<file path="src/rtl/pmr_pkg.sv">
package pmr_pkg;
  localparam int SEG_LOG2   = 14;
  localparam int UPPER_LOG2 = 18;
  localparam int HOLE_LOG2  = 19;
  localparam int A20_BIT    = 20;
  localparam int SEG_IW     = UPPER_LOG2 - SEG_LOG2;
  localparam int N_SEG      = 1 << SEG_IW;
  localparam int SHD_W      = 2;
  localparam int TBL_W      = N_SEG * SHD_W;
  localparam int ROM_AW     = UPPER_LOG2;

  typedef enum logic [1:0] {
    SHD_RAM  = 2'd0,
    SHD_ROM  = 2'd1,
    SHD_RSV2 = 2'd2,
    SHD_RSV3 = 2'd3
  } shd_code_e;

  typedef enum logic [1:0] {
    REG_PLAIN,
    REG_LOW,
    REG_VID,
    REG_UPPER
  } region_e;

  typedef enum logic [2:0] {
    TGT_NONE,
    TGT_RAM,
    TGT_VID,
    TGT_ROM,
    TGT_LIC,
    TGT_IOC,
    TGT_BAD
  } tgt_e;

  typedef struct packed {
    logic              above;
    logic              lic_hit;
    logic              ioc_hit;
    region_e           region;
    logic [SEG_IW-1:0] seg;
  } dec_t;
endpackage

</file>
<file path="src/rtl/pmr_addr_decode.sv">
module pmr_addr_decode
  import pmr_pkg::*;
#(
  parameter int                ADDR_W    = 32,
  parameter logic [ADDR_W-1:0] MEM_BYTES = 32'h0100_0000,
  parameter logic [ADDR_W-1:0] LIC_BASE  = 32'hFEE0_0000,
  parameter logic [ADDR_W-1:0] IOC_BASE  = 32'hFEC0_0000,
  parameter int                WIN_LOG2  = 12
) (
  input  logic [ADDR_W-1:0] addr,
  input  logic              a20_en,
  output logic [ADDR_W-1:0] masked,
  output dec_t              dec
);
  localparam int TAG_W = ADDR_W - HOLE_LOG2;
  localparam logic [TAG_W-1:0] HOLE_TAG = TAG_W'(1);

  logic in_hole;

  // Gate line 20 before anything looks at the address
  always_comb begin
    masked = addr;
    if (!a20_en) masked[A20_BIT] = 1'b0;
  end

  assign in_hole = (masked[ADDR_W-1:HOLE_LOG2] == HOLE_TAG);

  always_comb begin
    dec.above   = (masked >= MEM_BYTES);
    dec.lic_hit = (masked[ADDR_W-1:WIN_LOG2] == LIC_BASE[ADDR_W-1:WIN_LOG2]);
    dec.ioc_hit = (masked[ADDR_W-1:WIN_LOG2] == IOC_BASE[ADDR_W-1:WIN_LOG2]);
    dec.seg     = masked[UPPER_LOG2-1:SEG_LOG2];
    if (!in_hole) begin
      dec.region = REG_PLAIN;
    end else begin
      case (masked[HOLE_LOG2-1:HOLE_LOG2-2])
        2'b00:   dec.region = REG_LOW;
        2'b01:   dec.region = REG_VID;
        default: dec.region = REG_UPPER;
      endcase
    end
  end
endmodule

</file>
<file path="src/rtl/pmr_shadow_lookup.sv">
module pmr_shadow_lookup
  import pmr_pkg::*;
(
  input  logic [TBL_W-1:0]  rd_tbl,
  input  logic [TBL_W-1:0]  wr_tbl,
  input  logic [SEG_IW-1:0] seg,
  output shd_code_e         rd_code,
  output shd_code_e         wr_code
);
  logic [SHD_W-1:0] rd_ent [N_SEG];
  logic [SHD_W-1:0] wr_ent [N_SEG];

  for (genvar g = 0; g < N_SEG; g++) begin : g_ent
    assign rd_ent[g] = rd_tbl[g*SHD_W +: SHD_W];
    assign wr_ent[g] = wr_tbl[g*SHD_W +: SHD_W];
  end

  assign rd_code = shd_code_e'(rd_ent[seg]);
  assign wr_code = shd_code_e'(wr_ent[seg]);
endmodule

</file>
<file path="src/rtl/pmr_route.sv">
module pmr_route
  import pmr_pkg::*;
(
  input  logic      rd_stb,
  input  logic      wr_stb,
  input  logic      shadow_en,
  input  dec_t      dec,
  input  shd_code_e rd_code,
  input  shd_code_e wr_code,
  output tgt_e      tgt
);
  shd_code_e code;

  assign code = wr_stb ? wr_code : rd_code;

  always_comb begin
    tgt = TGT_NONE;
    if (rd_stb || wr_stb) begin
      if (dec.above) begin
        // Windows only claim what lies past installed memory; local first
        if (dec.lic_hit)      tgt = TGT_LIC;
        else if (dec.ioc_hit) tgt = TGT_IOC;
      end else begin
        case (dec.region)
          REG_PLAIN, REG_LOW: tgt = TGT_RAM;
          REG_VID:            tgt = TGT_VID;
          default: begin
            if (!shadow_en) begin
              tgt = wr_stb ? TGT_NONE : TGT_RAM;
            end else begin
              case (code)
                SHD_RAM: tgt = TGT_RAM;
                SHD_ROM: tgt = wr_stb ? TGT_NONE : TGT_ROM;
                default: tgt = TGT_BAD;
              endcase
            end
          end
        endcase
      end
    end
  end
endmodule

</file>
<file path="src/rtl/pmr_rdata_reg.sv">
module pmr_rdata_reg
  import pmr_pkg::*;
#(
  parameter int DATA_W = 8
) (
  input  logic              clk,
  input  logic              rst,
  input  logic              capture,
  input  tgt_e              tgt,
  input  logic [DATA_W-1:0] ram_rdata,
  input  logic [DATA_W-1:0] vid_rdata,
  input  logic [DATA_W-1:0] rom_rdata,
  input  logic [DATA_W-1:0] lic_rdata,
  input  logic [DATA_W-1:0] ioc_rdata,
  output logic [DATA_W-1:0] rdata,
  output logic              err
);
  logic [DATA_W-1:0] pick;

  always_comb begin
    case (tgt)
      TGT_RAM: pick = ram_rdata;
      TGT_VID: pick = vid_rdata;
      TGT_ROM: pick = rom_rdata;
      TGT_LIC: pick = lic_rdata;
      TGT_IOC: pick = ioc_rdata;
      default: pick = '1;
    endcase
  end

  always_ff @(posedge clk) begin
    if (rst) begin
      rdata <= '0;
      err   <= 1'b0;
    end else begin
      if (capture)        rdata <= pick;
      if (tgt == TGT_BAD) err   <= 1'b1;
    end
  end
endmodule

</file>
<file path="src/rtl/pc_mem_router.sv">
module pc_mem_router
  import pmr_pkg::*;
#(
  parameter int                ADDR_W    = 32,
  parameter int                DATA_W    = 8,
  parameter logic [ADDR_W-1:0] MEM_BYTES = 32'h0100_0000,
  parameter logic [ADDR_W-1:0] LIC_BASE  = 32'hFEE0_0000,
  parameter logic [ADDR_W-1:0] IOC_BASE  = 32'hFEC0_0000,
  parameter int                WIN_LOG2  = 12
) (
  input  logic              clk,
  input  logic              rst,
  input  logic [ADDR_W-1:0] addr,
  input  logic              rd_stb,
  input  logic              wr_stb,
  input  logic [DATA_W-1:0] wdata,
  input  logic              a20_en,
  input  logic              shadow_en,
  input  logic [TBL_W-1:0]  shd_rd_tbl,
  input  logic [TBL_W-1:0]  shd_wr_tbl,
  output logic [ADDR_W-1:0] tgt_addr,
  output logic [DATA_W-1:0] tgt_wdata,
  output logic              tgt_we,
  output logic              ram_cs,
  output logic              vid_cs,
  output logic              rom_cs,
  output logic [ROM_AW-1:0] rom_addr,
  output logic              lic_cs,
  output logic              ioc_cs,
  input  logic [DATA_W-1:0] ram_rdata,
  input  logic [DATA_W-1:0] vid_rdata,
  input  logic [DATA_W-1:0] rom_rdata,
  input  logic [DATA_W-1:0] lic_rdata,
  input  logic [DATA_W-1:0] ioc_rdata,
  output logic [DATA_W-1:0] rdata,
  output logic              err
);
  logic [ADDR_W-1:0] masked;
  dec_t              dec;
  shd_code_e         rd_code;
  shd_code_e         wr_code;
  tgt_e              tgt;

  pmr_addr_decode #(
    .ADDR_W(ADDR_W), .MEM_BYTES(MEM_BYTES), .LIC_BASE(LIC_BASE),
    .IOC_BASE(IOC_BASE), .WIN_LOG2(WIN_LOG2)
  ) u_decode (
    .addr(addr), .a20_en(a20_en), .masked(masked), .dec(dec)
  );

  pmr_shadow_lookup u_shadow (
    .rd_tbl(shd_rd_tbl), .wr_tbl(shd_wr_tbl), .seg(dec.seg),
    .rd_code(rd_code), .wr_code(wr_code)
  );

  pmr_route u_route (
    .rd_stb(rd_stb), .wr_stb(wr_stb), .shadow_en(shadow_en), .dec(dec),
    .rd_code(rd_code), .wr_code(wr_code), .tgt(tgt)
  );

  pmr_rdata_reg #(.DATA_W(DATA_W)) u_rdata (
    .clk(clk), .rst(rst), .capture(rd_stb && !wr_stb), .tgt(tgt),
    .ram_rdata(ram_rdata), .vid_rdata(vid_rdata), .rom_rdata(rom_rdata),
    .lic_rdata(lic_rdata), .ioc_rdata(ioc_rdata), .rdata(rdata), .err(err)
  );

  assign tgt_addr  = masked;
  assign tgt_wdata = wdata;
  assign rom_addr  = masked[ROM_AW-1:0];
  assign ram_cs    = (tgt == TGT_RAM);
  assign vid_cs    = (tgt == TGT_VID);
  assign rom_cs    = (tgt == TGT_ROM);
  assign lic_cs    = (tgt == TGT_LIC);
  assign ioc_cs    = (tgt == TGT_IOC);
  assign tgt_we    = wr_stb && (tgt != TGT_NONE) && (tgt != TGT_BAD);
endmodule

</file>
<file path="config.mk">
export PLATFORM = sky130hd
export DESIGN_NAME = pc_mem_router
export DESIGN_NICKNAME = d
export VERILOG_FILES = /design/src/rtl/pmr_pkg.sv /design/src/rtl/pmr_addr_decode.sv /design/src/rtl/pmr_shadow_lookup.sv /design/src/rtl/pmr_route.sv /design/src/rtl/pmr_rdata_reg.sv /design/src/rtl/pc_mem_router.sv
export SDC_FILE = /design/constraint.sdc
export NUM_CORES = 1
export LEC_CHECK = 0
export BUFFER_PORTS_ARGS = -buffer_cell sky130_fd_sc_hd__buf_2
export CAP_MARGIN = 10
export CELL_PAD_IN_SITES_DETAIL_PLACEMENT = 1
export CELL_PAD_IN_SITES_GLOBAL_PLACEMENT = 2
export CORE_ASPECT_RATIO = 1.5
export CORE_MARGIN = 8
export CORE_UTILIZATION = 16
export CTS_BUF_LIST = sky130_fd_sc_hd__clkbuf_8
export DETAILED_ROUTE_END_ITERATION = 12
export PLACE_DENSITY_LB_ADDON = 0.1
export SYNTH_ARGS = -nofsm -noshare
export SYNTH_HDL_FRONTEND = slang
export SYNTH_SLANG_ARGS = --single-unit
export TNS_END_PERCENT = 50
</file>
<file path="constraint.sdc">
create_clock -name clk -period 3 [get_ports clk]
set_input_delay 0.45 -clock clk [delete_from_list [all_inputs] [get_ports clk]]
set_output_delay 0.45 -clock clk [all_outputs]
set_load 0.05 [all_outputs]
</file>
==> results of run 1 <==
power by group through the flow:
stage | sequential (mW) | combinational, mW | clock, mW
after floorplan | 0.158 | 0.310 | 0
after detailed placement | 0.134 | 0.365 | 0
final | 0.131 | 0.374 | 0.144
after CTS | 0.131 | 0.368 | 0.147
after global placement | 0.134 | 0.363 | 0
after global routing | 0.132 | 0.404 | 0.155
kinds of logic (layout without fill, tap and decap cells):
| family | after synthesis | in the layout | share of synthesized area [%] |
|---|---|---|---|
| and+or+nand+nor | 92 | 92 | 25.0 |
| buffers and inverters | 75 | 225 | 26.4 |
| AOI/OAI and AO/OA | 52 | 52 | 19.5 |
| muxes | 28 | 28 | 20.2 |
| DFF | 9 | 9 | 8.86 |
cells in the mapped netlist (2+ instances only):
master    count  area, µm²
and3_1        2       12.5
nor3_1        2       10.0
nand2_1      19       71.3
a22oi_1       2       15.0
o21ai_1       5       25.0
mux4_2       10        225
a211o_1       2       17.5
a32o_1        4       40.0
buf_2         4       20.0
a311oi_1      4       35.0
clkbuf_1      2       7.51
mux2i_1      14        140
nor2_1       17       63.8
nand3b_1      4       30.0
buf_6         4       45.0
a31oi_1       4       25.0
o211ai_1      6       45.0
o21bai_1      3       22.5
inv_1         3       11.3
buf_1         2       7.51
dfxtp_1       9        180
mux2_2        4       45.0
and3_4        2       22.5
nor2b_1       6       37.5
buf_4        59        443
nand2b_1      6       37.5
nand4_1       3       18.8
nand3_1      17       85.1
nor4_1        5       31.3
a21oi_1      10       50.1
per-stage QoR:
step | instance area, µm² | worst slack (ns) | util [%] | power [mW] | instances
after floorplan | 2050 | -0.0236 | - | 0.468 | 256
after global placement | 2900 | -0.0736 | 23.3 | 0.497 | 552
after detailed placement | 2900 | -0.117 | 23.3 | 0.498 | 552
after CTS | 2980 | -0.0157 | 23.9 | 0.646 | 557
after global routing | 3100 | -0.0191 | 24.9 | 0.691 | 562
final | 3100 | 0.0936 | 24.9 | 0.648 | 562
cell usage in the layout, fill, tap and decap left out, types with 3 or more instances in the layout:
cell type and n:
nor2b_1 6, nand2b_1 6, nand2_1 19, clkbuf_8 3, a32o_1 4, and3_4 4, nand3_1 17, mux2i_1 12
nor2_1 16, o21ai_1 4, buf_2 164, a31oi_1 4, dfxtp_1 9, inv_1 4, nand4_1 3, nand3b_1 4
buf_6 5, mux4_2 10, a21oi_1 10, mux2_2 4, a311oi_1 4, o211ai_1 6, nor4_1 4, buf_4 43
o21bai_1 3
sequential cells by signal (all words and copies together) (netlist names):
name / cells
u_rdata.rdata: 8
u_rdata.err: 1
worst reg2reg max path, cell delays in order (launching register included):
cell      delay, ns
dfxtp_1        0.35
nor2_1         0.06
a311oi_1       0.26
final timing paths:
path,from,to,slack [ns],cells past startpoint
min,vid_rdata[1],u_rdata.rdata[1],0.49,3
max,addr[16],tgt_we,0.09,9
max reg2reg,u_rdata.rdata[0],u_rdata.rdata[0],2.25,2
min reg2reg,u_rdata.rdata[7],u_rdata.rdata[7],0.49,2
final cells by class:
type / count / share of cell area [%]
well taps: 156 / 6.31
flip-flops and latches: 9 / 5.82
clock buffers: 3 / 1.33
inverters: 4 / 0.485
multi-input cells: 172 / 44.3
repair buffers: 217 / 41.6
clock inverters: 1 / 0.121
timing repair:
| action | 4_1_cts | 5_1_grt |
|---|---|---|
| setup buffers | 1 | 4 |
| endpoints found under the setup margin | 2 | 4 |
| cloned | 0 | 1 |
| resized for setup | 8 | 17 |
| pin swaps | 2 | 6 |
per-layer routing:
metal | global-route usage, % | up-vias | wire (µm)
li1 | - | 1195 | -
met3 | 3.35 | 16 | 843
met2 | 22.5 | 108 | 5510
met4 | 1.93 | 0 | 97
met1 | 11.2 | 1091 | 3490
met5 | 0 | - | 0
==> results.json, run 1 <==
{
  "synth_area_per_cell_um2": 7.95,
  "ys_ff_latch": 9,
  "dr.pass1.iters": 4,
  "core_area_um2": 12400,
  "dieHeight_um": 154,
  "overflow": 0,
  "finalNetCount": 557,
  "synthArstFlopShare_pct": 0,
  "grt_pass1_vias": 2887,
  "slew_headroom_pct": 53.4,
  "syn_nets": 406,
  "area.sequential_um2": 180,
  "synth_flop_cell": "dfxtp_1",
  "hold_buffers": 0,
  "finalClockSkew_ns": 0,
  "cp-start-kind": "input pin",
  "p_leak_nw": 1.51,
  "final_hold_viol_count": 0,
  "crit_path_end_kind": "output port",
  "status": "completed",
  "path_cells": "buf_6, mux4_2, a2bb2oi_2, a211o_1, a21oi_2, o21ai_2, or3_4, and3_4, buf_8",
  "clock.fmax_mhz": 344,
  "core.rowCount": 50,
  "period_needed_ns": 2.91,
  "cp_max_fo": 4,
  "wl_per_cell_um": 17.7,
  "hpwl_mm": 9.04,
  "fp.dieW_um": 108,
  "min_path_type": "in2reg",
  "yosys_warnings": 0,
  "p_sw_share_pct": 41.0,
  "synth-edff-count": 0,
  "ys_seq_area_share_pct": 8.86,
  "drtAntennaViolNets": 0,
  "min_period_over_period_pct": 96.9,
  "grt_max_degree": 17,
  "drcViolationCount": 0,
  "pwr-share-seq_pct": 20.2,
  "ir_drop_mv": 0.0819,
  "drt_wl_total_mm": 9.94,
  "grt_pass1_wl_mm": 15.3,
  "synthCells": 256,
  "fillers": 1540,
  "start_util_pct": 16.3,
  "num_vias": 2410,
  "io_buffers": 170,
  "cts_max_path_buffers": 2,
  "multiInputGateArea_um2": 1370,
  "maxSlewViolCount": 0,
  "p_comb_share_pct": 57.6,
  "viasPerCell": 4.29,
  "syn_to_final_growth_pct": 52.2,
  "timing.hold.ws_ns": 0.488,
  "cts.sinks": 9,
  "drive_gt1_share_pct": 63.1,
  "final-setup-viol-count": 0,
  "power.switching_uw": 265,
  "antenna_found_initial": 0,
  "yosysUniqueCellTypes": 52,
  "cts_tree": "built",
  "p_clk_share_pct": 22.1,
  "die_area_um2": 16700,
  "clk_pin_slew_ns": 0.05,
  "cpLargestDelayFamily": "compound AO/OA/AOI/OAI gates",
  "maxCapViolCount": 0,
  "cts_buffers": 3,
  "internal-power_uw": 383,
  "path_class": "in2out",
  "first_iter_violations": 29,
  "worstSkewPairLatency_ns": 0.24,
  "arrival_ns": 2.46,
  "routabilityCongestion": 0.745,
  "antenna_cells": 0,
  "slowest_stage": "mux4_2",
  "syn_area_um2": 2030,
  "crit_buf_inv": 2,
  "max_stage_delay_ns": 0.51,
  "worst_slew_pin_slew_ns": 0.692,
  "pin_count": 223,
  "power_density_nw_per_um2": 209,
  "h-tree-depth": 1,
  "critPathRequiredTime_ns": 2.55,
  "setup_tns_ns": 0,
  "grtUsageTotal_pct": 11.4,
  "root_buffer": "clkbuf_8"
}
No activity file was read; power rests on OpenSTA's default activity.
==> run 2: changes to the inputs <==
--- a/config.mk
+++ b/config.mk
@@ -14,7 +14,7 @@
 export CORE_UTILIZATION = 16
 export CTS_BUF_LIST = sky130_fd_sc_hd__clkbuf_8
 export DETAILED_ROUTE_END_ITERATION = 12
-export PLACE_DENSITY_LB_ADDON = 0.1
+export PLACE_DENSITY = 0.84
 export SYNTH_ARGS = -nofsm -noshare
 export SYNTH_HDL_FRONTEND = slang
 export SYNTH_SLANG_ARGS = --single-unit
==> results.json, run 2 (synthesis results as in run 1) <==
{
  "pin_count": 223,
  "cp-start-kind": "input pin",
  "first_iter_violations": 41,
  "cp_common_cell": "buf_8",
  "num_vias": 2449,
  "fillers": 1563,
  "core.rowCount": 50,
  "multiInputGateArea_um2": 1370,
  "hpwl_mm": 8.75,
  "cts_tree": "built",
  "largestRegisters": "u_rdata.rdata (8), u_rdata.err (1)",
  "cp_max_fo": 3,
  "power_density_nw_per_um2": 213,
  "path_class": "in2out",
  "grt_setup_unrepaired": "true",
  "cts_setup_buffers": 0,
  "clock.fmax_mhz": 338,
  "hold_buffers": 0,
  "hold_start": "ram_rdata[3]",
  "min_period_over_period_pct": 98.6,
  "worst_slew_pin_slew_ns": 0.697,
  "overflow": 0,
  "largest_reg_flops": 8,
  "die_area_um2": 16700,
  "clk_pin_slew_ns": 0.05,
  "crit_path_end_kind": "output port",
  "maxSlewViolCount": 0,
  "final-setup-viol-count": 0,
  "io_buffers": 170,
  "root_buffer": "clkbuf_8",
  "p_leak_nw": 1.45,
  "ir_drop_mv": 0.108,
  "grt_pass1_vias": 2896,
  "status": "completed",
  "dieHeight_um": 154,
  "critPathRequiredTime_ns": 2.55,
  "max_stage_delay_ns": 0.51,
  "grt_pass1_wl_mm": 14.7,
  "crit_path_end": "tgt_we",
  "finish.utilization_pct": 24.0,
  "final_cell_mix": "164 x buf_2, 33 x buf_4, 19 x nand2_1",
  "drcViolationCount": 0,
  "maxCapViolCount": 0,
  "r2r_slack_ns": 2.23,
  "viasPerCell": 4.45,
  "reg2regPathDepth": 2,
  "cts_buffers": 3,
  "min_path_type": "in2reg",
  "syn_to_final_growth_pct": 47.0,
  "cts.sinks": 9,
  "timing.rr.end": "u_rdata.rdata[5]",
  "h-tree-depth": 1,
  "grt_max_degree": 16,
  "drt_wl_total_mm": 9.76,
  "finalNetCount": 544,
  "antenna_found_initial": 1,
  "path_cells": "buf_8, mux4_2, a2bb2oi_2, a211o_1, a21oi_2, o21ai_2, or3_4, and3_4, buf_8",
  "worstSkewPairLatency_ns": 0.23,
  "finalWorstSetupSlack_ns": 0.0410,
  "slew_headroom_pct": 53.5,
  "dp_slack_ns": -0.0793,
  "cts_max_path_buffers": 2,
  "core_area_um2": 12400,
  "dr.pass1.iters": 4,
  "drtAntennaViolNets": 0,
  "fp.dieW_um": 108,
  "period_needed_ns": 2.96,
  "arrival_ns": 2.51,
  "layout_commonest_cell": "buf_2",
  "slowest_stage": "mux4_2",
  "area.sequential_um2": 180,
  "wl_per_cell_um": 17.7,
  "largest-register": "u_rdata.rdata",
  "drive_gt1_share_pct": 61.6,
  "start_util_pct": 16.3,
  "grtUsageTotal_pct": 11.0,
  "finalClockSkew_ns": 0,
  "routabilityCongestion": 0.766,
  "reg2reg_from": "u_rdata.rdata[5]",
  "dp_cells": 544,
  "crit_start": "addr[16]",
  "fin_cells": 550,
  "final_hold_viol_count": 0
}
-- run 2: per-layer routing --
metal	up-vias	global-route usage (%)	routed length, µm
met2	111	21.9	5380
met1	1142	10.4	3390
met5	-	0	0
met3	27	2.30	725
met4	0	3.45	267
li1	1169	-	-
-- run 2: worst min-delay path by stage --
| stage | to | slack, ns | cells after the start |
|---|---|---|---|
| floorplan | u_rdata.rdata[0] | 0.61 | 2 |
| global placement | u_rdata.err | 0.47 | 2 |
| detailed placement | u_rdata.rdata[0] | 0.50 | 2 |
| CTS | u_rdata.rdata[3] | 0.49 | 3 |
| global route | u_rdata.rdata[0] | 0.50 | 3 |
| finish | u_rdata.rdata[3] | 0.49 | 3 |
-- run 2: area by class of cell --
class,instances,share of cell area [%]
tap,156,6.52
clock inverter,1,0.125
timing repair buffer,204,39.6
multi-input combinational,172,45.8
clock buffer,3,1.38
inverter,4,0.502
antenna,1,0.0836
sequential,9,6.02
-- run 2: metrics by stage --
stage / power [mW] / instance area [µm²] / setup TNS (ns) / hold WS (ns)
2_1_floorplan: 0.468 / 2050 / -0.0302 / 0.610
3_3_place_gp: 0.487 / 2840 / -0.253 / 0.469
3_5_place_dp: 0.493 / 2840 / -0.444 / 0.497
4_1_cts: 0.642 / 2940 / 0 / 0.489
5_1_grt: 0.674 / 2990 / -0.0415 / 0.500
6_report: 0.636 / 2990 / 0 / 0.488
-- run 2: where the power goes --
group	internal [mW]	total, mW	switching, mW
sequential	0.127	0.131	0.00350
combinational	0.160	0.368	0.208
clock	0.0892	0.138	0.0484
total	0.376	0.636	0.260
-- run 2: repair_timing --
item / in CTS / in global routing
pin swaps: 1 / 7
endpoints found under the setup margin: 4 / 4
gates cloned: 1 / 0
gates resized for setup: 7 / 14
-- run 2: critical path: cells and delay by family --
family / cells / cell delay, ns
buffers and inverters: 2 / 0.23
muxes: 1 / 0.51
and+or+nand+nor: 2 / 0.56
AOI/OAI and AO/OA: 4 / 0.76
